$ cat config.mk
export PLATFORM = sky130hd
export DESIGN_NAME = irqagg_top
export DESIGN_NICKNAME = d
export VERILOG_FILES = /design/src/rtl/irqagg_pkg.sv /design/src/rtl/irqagg_sync.sv /design/src/rtl/irqagg_decode.sv /design/src/rtl/irqagg_mask.sv /design/src/rtl/irqagg_readmux.sv /design/src/rtl/irqagg_top.sv
export SDC_FILE = /design/constraint.sdc
export NUM_CORES = 1
export LEC_CHECK = 0
export ABC_CLOCK_PERIOD_IN_PS = 2900
export BUFFER_PORTS_ARGS = -buffer_cell sky130_fd_sc_hd__clkbuf_2
export CAP_MARGIN = 20
export CELL_PAD_IN_SITES_DETAIL_PLACEMENT = 1
export CELL_PAD_IN_SITES_GLOBAL_PLACEMENT = 1
export CORE_AREA = 8 8 88 149
export CTS_BUF_LIST = sky130_fd_sc_hd__clkbuf_16
export DETAILED_ROUTE_END_ITERATION = 16
export DIE_AREA = 0 0 96 157
export PLACE_DENSITY_LB_ADDON = 0.1
export SYNTH_ARGS = -nofsm -noshare
export SYNTH_HDL_FRONTEND = slang
export SYNTH_HIERARCHICAL = 1
export SYNTH_SLANG_ARGS = --single-unit
export TNS_END_PERCENT = 100
$ cat constraint.sdc
create_clock -name clk -period 2.9 [get_ports clk]
set_input_delay 0.435 -clock clk [delete_from_list [all_inputs] [get_ports clk]]
set_output_delay 0.435 -clock clk [all_outputs]
set_load 0.01 [all_outputs]
$ cat src/rtl/irqagg_pkg.sv
// irqagg_pkg: register offsets and shared types for the interrupt aggregator.
// Assumes byte addressing with word-aligned 32-bit registers.
package irqagg_pkg;

    localparam int unsigned OFS_PENDING  = 32'h04;
    localparam int unsigned OFS_MASK_ALL = 32'h08;
    localparam int unsigned OFS_CLR_EN   = 32'h0C;
    localparam int unsigned OFS_SET_EN   = 32'h10;

    // Which register an access addresses.
    typedef enum logic [2:0] {
        REG_NONE,
        REG_PENDING,
        REG_MASK_ALL,
        REG_CLR_EN,
        REG_SET_EN
    } reg_sel_e;

    // Write strobes toward the enable mask, at most one active.
    typedef struct packed {
        logic mask_all;
        logic clr_en;
        logic set_en;
    } wr_strobe_t;

endpackage

$ cat src/rtl/irqagg_sync.sv
// irqagg_sync: multi-stage flop synchronizer for a vector of level inputs.
// Assumes each bit is an independent slow level; no bus coherency is implied.
module irqagg_sync #(
    parameter int unsigned WIDTH  = 32,
    parameter int unsigned STAGES = 2
) (
    input  logic             clk,
    input  logic             rst_n,
    input  logic [WIDTH-1:0] async_in,
    output logic [WIDTH-1:0] sync_out
);

    logic [WIDTH-1:0] stage_q [STAGES];

    // First stage samples the asynchronous inputs.
    always_ff @(posedge clk) begin
        if (!rst_n) stage_q[0] <= '0;
        else        stage_q[0] <= async_in;
    end

    genvar gi;
    generate
        for (gi = 1; gi < STAGES; gi++) begin : g_stage
            // Later stages shift the sampled value along the chain.
            always_ff @(posedge clk) begin
                if (!rst_n) stage_q[gi] <= '0;
                else        stage_q[gi] <= stage_q[gi-1];
            end
        end
    endgenerate

    assign sync_out = stage_q[STAGES-1];

endmodule

$ cat src/rtl/irqagg_decode.sv
// irqagg_decode: turns a bus access into a register select and write strobes.
// Assumes a single-cycle access strobe; reads of write-only registers decode as no read.
module irqagg_decode
    import irqagg_pkg::*;
#(
    parameter int unsigned ADDR_W = 8
) (
    input  logic              acc_en,
    input  logic              acc_we,
    input  logic [ADDR_W-1:0] acc_addr,
    output reg_sel_e          reg_sel,
    output wr_strobe_t        wstb,
    output logic              rd_pending
);

    // Map the address onto one register, or none.
    always_comb begin
        if      (acc_addr == ADDR_W'(OFS_PENDING))  reg_sel = REG_PENDING;
        else if (acc_addr == ADDR_W'(OFS_MASK_ALL)) reg_sel = REG_MASK_ALL;
        else if (acc_addr == ADDR_W'(OFS_CLR_EN))   reg_sel = REG_CLR_EN;
        else if (acc_addr == ADDR_W'(OFS_SET_EN))   reg_sel = REG_SET_EN;
        else                                        reg_sel = REG_NONE;
    end

    // Qualify the select with the access type.
    always_comb begin
        wstb.mask_all = acc_en && acc_we && (reg_sel == REG_MASK_ALL);
        wstb.clr_en   = acc_en && acc_we && (reg_sel == REG_CLR_EN);
        wstb.set_en   = acc_en && acc_we && (reg_sel == REG_SET_EN);
        rd_pending    = acc_en && !acc_we && (reg_sel == REG_PENDING);
    end

endmodule

$ cat src/rtl/irqagg_mask.sv
// irqagg_mask: per-source enable register with bitwise set, bitwise clear and clear-all.
// Assumes the decoder raises at most one strobe per cycle.
module irqagg_mask
    import irqagg_pkg::*;
#(
    parameter int unsigned NUM_SRC = 32
) (
    input  logic               clk,
    input  logic               rst_n,
    input  wr_strobe_t         wstb,
    input  logic [NUM_SRC-1:0] wr_bits,
    output logic [NUM_SRC-1:0] enable
);

    logic [NUM_SRC-1:0] en_q;

    // Update the enable bits from the write strobes.
    always_ff @(posedge clk) begin
        if (!rst_n)             en_q <= '0;
        else if (wstb.mask_all) en_q <= '0;
        else if (wstb.clr_en)   en_q <= en_q & ~wr_bits;
        else if (wstb.set_en)   en_q <= en_q | wr_bits;
    end

    assign enable = en_q;

    // clear-all leaves no source enabled.
    a_r3_mask_all_clears: assert property (@(posedge clk) disable iff (!rst_n)
        wstb.mask_all |=> (en_q == '0));

    // selected bits drop, the rest hold.
    a_r4_clear_bits: assert property (@(posedge clk) disable iff (!rst_n)
        wstb.clr_en |=> ((en_q & $past(wr_bits)) == '0) &&
                        ((en_q & ~$past(wr_bits)) == ($past(en_q) & ~$past(wr_bits))));

    // selected bits rise, the rest hold.
    a_r5_set_bits: assert property (@(posedge clk) disable iff (!rst_n)
        wstb.set_en |=> ((en_q & $past(wr_bits)) == $past(wr_bits)) &&
                        ((en_q & ~$past(wr_bits)) == ($past(en_q) & ~$past(wr_bits))));

    // without a mask write the enables do not move.
    a_r9_enable_hold: assert property (@(posedge clk) disable iff (!rst_n)
        (wstb == '0) |=> $stable(en_q));

endmodule

$ cat src/rtl/irqagg_readmux.sv
// irqagg_readmux: registered read-data path; returns the pending word or zero.
// Assumes only the pending register is readable.
module irqagg_readmux #(
    parameter int unsigned NUM_SRC = 32,
    parameter int unsigned DATA_W  = 32
) (
    input  logic               clk,
    input  logic               rst_n,
    input  logic               rd_pending,
    input  logic [NUM_SRC-1:0] pending,
    output logic [DATA_W-1:0]  rdata
);

    logic [DATA_W-1:0] rdata_q;

    // Capture the pending word on a read, zero otherwise.
    always_ff @(posedge clk) begin
        if (!rst_n)          rdata_q <= '0;
        else if (rd_pending) rdata_q <= DATA_W'(pending);
        else                 rdata_q <= '0;
    end

    assign rdata = rdata_q;

    // a cycle without a pending read leaves the read bus at zero.
    a_r9_idle_rdata: assert property (@(posedge clk) disable iff (!rst_n)
        !rd_pending |=> (rdata_q == '0));

endmodule

$ cat src/rtl/irqagg_top.sv
// irqagg_top: level interrupt aggregator with a small register bus.
// Sources are synchronized, gated by enables and ORed into one request line.
// Assumes NUM_SRC <= DATA_W and single-cycle register accesses.
module irqagg_top
    import irqagg_pkg::*;
#(
    parameter int unsigned NUM_SRC     = 32,
    parameter int unsigned DATA_W      = 32,
    parameter int unsigned ADDR_W      = 8,
    parameter int unsigned SYNC_STAGES = 2
) (
    input  logic               clk,
    input  logic               rst_n,
    input  logic [NUM_SRC-1:0] irq_src,
    input  logic               bus_en,
    input  logic               bus_we,
    input  logic [ADDR_W-1:0]  bus_addr,
    input  logic [DATA_W-1:0]  bus_wdata,
    output logic [DATA_W-1:0]  bus_rdata,
    output logic               irq_out
);

    reg_sel_e           reg_sel;
    wr_strobe_t         wstb;
    logic               rd_pending;
    logic [NUM_SRC-1:0] src_sync;
    logic [NUM_SRC-1:0] enable;
    logic [NUM_SRC-1:0] pending;

    irqagg_sync #(.WIDTH(NUM_SRC), .STAGES(SYNC_STAGES)) u_sync (
        .clk      (clk),
        .rst_n    (rst_n),
        .async_in (irq_src),
        .sync_out (src_sync)
    );

    irqagg_decode #(.ADDR_W(ADDR_W)) u_decode (
        .acc_en     (bus_en),
        .acc_we     (bus_we),
        .acc_addr   (bus_addr),
        .reg_sel    (reg_sel),
        .wstb       (wstb),
        .rd_pending (rd_pending)
    );

    irqagg_mask #(.NUM_SRC(NUM_SRC)) u_mask (
        .clk     (clk),
        .rst_n   (rst_n),
        .wstb    (wstb),
        .wr_bits (bus_wdata[NUM_SRC-1:0]),
        .enable  (enable)
    );

    // Gate each synchronized level with its enable bit.
    always_comb pending = src_sync & enable;

    // Combine every pending source into the single request.
    always_comb irq_out = |pending;

    irqagg_readmux #(.NUM_SRC(NUM_SRC), .DATA_W(DATA_W)) u_readmux (
        .clk        (clk),
        .rst_n      (rst_n),
        .rd_pending (rd_pending),
        .pending    (pending),
        .rdata      (bus_rdata)
    );

    // Cycles since reset, saturating, so the latency check looks no further back than reset.
    logic [1:0] since_rst_q;
    always_ff @(posedge clk) begin
        if (!rst_n)                 since_rst_q <= '0;
        else if (since_rst_q != 2'd3) since_rst_q <= since_rst_q + 2'd1;
    end

    generate
        if (SYNC_STAGES == 2) begin : g_lat_chk
            // synchronized levels equal the raw inputs of two edges earlier.
            a_r8_sync_latency: assert property (@(posedge clk) disable iff (!rst_n)
                (since_rst_q >= 2'd2) |-> (src_sync == $past(irq_src, 2)));
        end
    endgenerate

    // a pending read returns the word seen at the access.
    a_r2_read_pending: assert property (@(posedge clk) disable iff (!rst_n)
        rd_pending |=> (bus_rdata == DATA_W'($past(src_sync) & $past(enable))));

endmodule

======== Word-level counts from Yosys, hierarchy flattened ========
Memories as Yosys holds them, arrays and structs flattened.
Cells that the tools add are included.
W data, S select, Z words.
cells by class
  eq/ne operators ......................... 8
  muxes and demuxes ....................... 10
  reduce and logical (&&, ||, !) cells .... 11
  bitwise operators ....................... 7
operators by type and width
  cell                  count
  $mux W32              4
  $and A32 B32 Y32      2
  $not A32 Y32          1
  $or A32 B32 Y32       1
  $reduce_or A32 Y1     1
  $eq A8 B4 Y1 const B  2
  $mux W3               4
  $eq A8 B3 Y1 const B  1
  $eq A8 B5 Y1 const B  1
  $eq A3 B2 Y1 const B  2
  $logic_and A1 B1 Y1   6
  $eq A3 B1 Y1 const B  1
  $eq A3 B3 Y1 const B  1
  $mux W1               2
  $or A1 B1 Y1          2
  $reduce_and A2 Y1     1
  $reduce_bool A2 Y1    1
  $reduce_or A2 Y1      1
  $logic_not A1 Y1      1
  $not A1 Y1            1
storage, ports and cells
  logic and storage cells ................. 39
  memories ................................ 1
  flip-flop bits (word level) ............. 64
  RAM bits ................................ 64
memories
  name            depth  width  read ports  clocked after memory_dff  wr ports  line               RTL
  u_sync.stage_q  2      32     2           0                         2         irqagg_sync.sv:13  logic [WIDTH-1:0] stage_q [STAGES];

======== Longest topological paths before layout ========
  word-level depth ........................ 9
  gate-level depth with buffers ........... 6
  depth with buffers taken out ............ 4

======== Hierarchy ========
The synthesis kept the hierarchy.
by module, submodules not included
  module          cells an instance  area each (sq um)  sequential area each (sq um)  instances
  irqagg_sync     134                1791.7             1281.2                        1
  irqagg_mask     106                1300.0             640.6                         1
  irqagg_readmux  70                 910.9              640.6                         1
  irqagg_top      45                 297.8              0.0                           1
  irqagg_decode   16                 132.6              0.0                           1

======== Worst setup path after synthesis ========
No wires, ideal clock.
  kind .................................... flip-flop to output port
  from .................................... memory u_sync.stage_q[1][27]
  to ...................................... output irq_out
  data required time ...................... 2465 ps
  stages on the path, launching flop included .. 5
  data arrival time ....................... 1884 ps
  setup slack ............................. 581 ps
  cells stage by stage .................... dfxtp_1 > and2_4 > or4_1 > or4_1 > or4_1
RTL lines
  item             line               RTL
  start, declared  irqagg_sync.sv:13
  end, declared    irqagg_top.sv:20   output logic irq_out

==> results.md <==
- Seq pwr share: 45.1%
- Vias per cell: 4.884
- First-pass GRT wire length: 17.82 mm
- Drt initial violations: 73
- YS warnings: 6
- TritonCTS Buffers: 17
- Vias in the first global route: 3424
- Share of cells above drive strength 1: 58.78%
- Hold_sp: bus_wdata[8]
- Pre-CTS setup slack: 0.3709 ns
- Gr ovfl total: 0
- ANT cells: 0
- Leakage: 2.507 nW
- Switching Power: 0.8169 mW
- Final WL: 11.22 mm
- Number of iterations in the first detailed-routing pass: 4
- # DRC: 0
- Via count: 3038
- Critical Path RT: 2.47 ns
- Failing checks: negative setup slack
- Critical path endpoint category: primary output
- Max Cap Violations: 0
- Outcome: complete, but fails checks
- CP max stage delay: 0.55 ns
- Clock power frac: 51.4%
- Critical path fanouts, max: 2
- TritonCTS Sinks: 128
- Dpl hpwl: 7.779 mm
- Clock root cell: clkbuf_16
- Max-slew headroom: 49.98%
- Die Y: 157 um
- Final Hold Viols: 0
- Core Region: 0.01104 mm^2
- CTS H-tree lvls: 4
- Worst-skew pair later-pin latency: 0.41 ns
- All-layer global routing usage: 15.98%
- Die Wd: 96 um
- Final worst path period need: 2.919 ns
- Starting Density: 39.93%
- Post-DR wirelength/cell: 18.04 um
- Cts hold-fix bufs: 0
- Crit Path Category: register to primary output
- Sw Ratio: 20.35%
- Nets: 554
- Syn_nets: 444
- Clock Pin Slew Worst Setup and Hold Paths: 0.05 ns
- Mapped Area: 0.004408 mm^2
- TritonCTS clock tree: built
- I/O Buffers: 108
- Hold/Removal Path Class: primary input to register
- CP arrival: 2.48 ns
- Most used cell, CP: or4_4
- Syn avg cell area: 11.98 um^2
- FP Rows: 51
- Worst r2r src: u_sync/stage_q[1][29]$_SDFF_PN0_
- Slowest CP cell: or4_4
- Largest net degree at the start of global routing: 97
- Setup Skew: 0.006642 ns
- Crit path launch type: register
- Synth-to-Final Area Change: 27.56%
- Internal power: 3.197 mW
- Peak VDD IR: 0.4293 mV
- Fin crit share: 100.6%
- Final setup viols: 1
- Fmax: 0.3426 GHz
- Cell Pwr Density: 713.9 mW/mm^2
- RSZ-0062 raised after global routing: yes
- Gp weighted congestion: 0.7508
- Core Util, Final: 50.94%
- Max-slew violations: 0
- Cells after Synth: 368
- CP Cell Sequence: and2_4 -> or4_4 -> or4_4 -> or4_4 -> buf_6
- Combinational group share of total power: 3.5%
- Antenna violations before repair: 0
- Routed Antenna Nets: 0
- Min Hold Slack: 0.2291 ns
- Fin worst setup slack: -0.01866 ns
- I/O pin total: 109
- Actual slew at the worst max-slew pin: 0.7502 ns
- CTS Buffer Depth: 2
- DIE AREA: 0.01507 mm^2
power groups by stage:
stage	Clock [mW]	Combinational, mW	Sequential, mW
floorplan	0	0.0665	1.84
global placement	0	0.140	1.85
detailed placement	0	0.144	1.85
CTS	2.12	0.145	1.81
global route	2.20	0.156	1.81
finish	2.06	0.141	1.81
stage by stage:
| step | instances | cell area, um^2 | setup TNS (ns) | total power, mW |
|---|---|---|---|---|
| floorplan | 368 | 4408 | 0 | 1.910 |
| global placement | 590 | 5009 | 0 | 1.986 |
| detailed placement | 590 | 5009 | 0 | 1.992 |
| CTS | 622 | 5613 | -0.03658 | 4.073 |
| global route | 622 | 5623 | -0.07962 | 4.173 |
| finish | 622 | 5623 | -0.01866 | 4.014 |
layer usage:
layer / up-vias / GRT usage, % / part of all wire [%]
li1: 1481 / - / -
met1: 1468 / 15.18 / 36
met5: - / 0 / 0
met4: 0 / 6.780 / 1.4
met3: 13 / 5.341 / 5.4
met2: 76 / 29.61 / 58
cells in the final DEF (no fill, tap or decap), drive strengths merged:
cell / count
nand2: 1
nand2b: 3
or2: 4
nor4: 2
clkbuf: 124
clkinv: 6
or4: 9
buf: 6
dfxtp: 128
and3: 32
nor3: 2
a21oi: 32
or4b: 1
bufinv: 3
inv: 2
or3: 2
a211oi: 32
and2: 96
nand3: 1
clkinvlp: 3
nand4b: 1
worst max-delay path: cells and delay by family, from the launching register on:
family | cells | cell delay [ns]
buf+inv | 1 | 0.14
flops | 1 | 0.32
simple gates | 4 | 1.62
what timing repair did:
item / CTS / global route
resized for setup: 7 / 3
pin swaps: 3 / 1
endpoints found under the setup margin: 1 / 1
setup buffers: 1 / 0
path summary, 6_finish.rpt:
path / cells past startpoint / end / slack (ns)
setup / recovery: 5 / irq_out / -0.02
hold / removal: 2 / register / 0.23
setup reg to reg: 2 / u_readmux/rdata[29]$_SDFF_PN0_ / 2.10
hold reg to reg: 1 / u_sync/stage_q[1][6]$_SDFF_PN0_ / 0.44
area by class of cell:
| type | instances | area, um^2 |
|---|---|---|
| fillers | 1185 | 5416 |
| flip-flops and latches | 128 | 2565 |
| multi-input cells | 218 | 1732 |
| repair buffers | 113 | 584.3 |
| clock buffers | 17 | 425.4 |
| well taps | 132 | 165.2 |
| clock inverters | 14 | 151.4 |
Note: power is estimated with default switching activity, not from simulation.
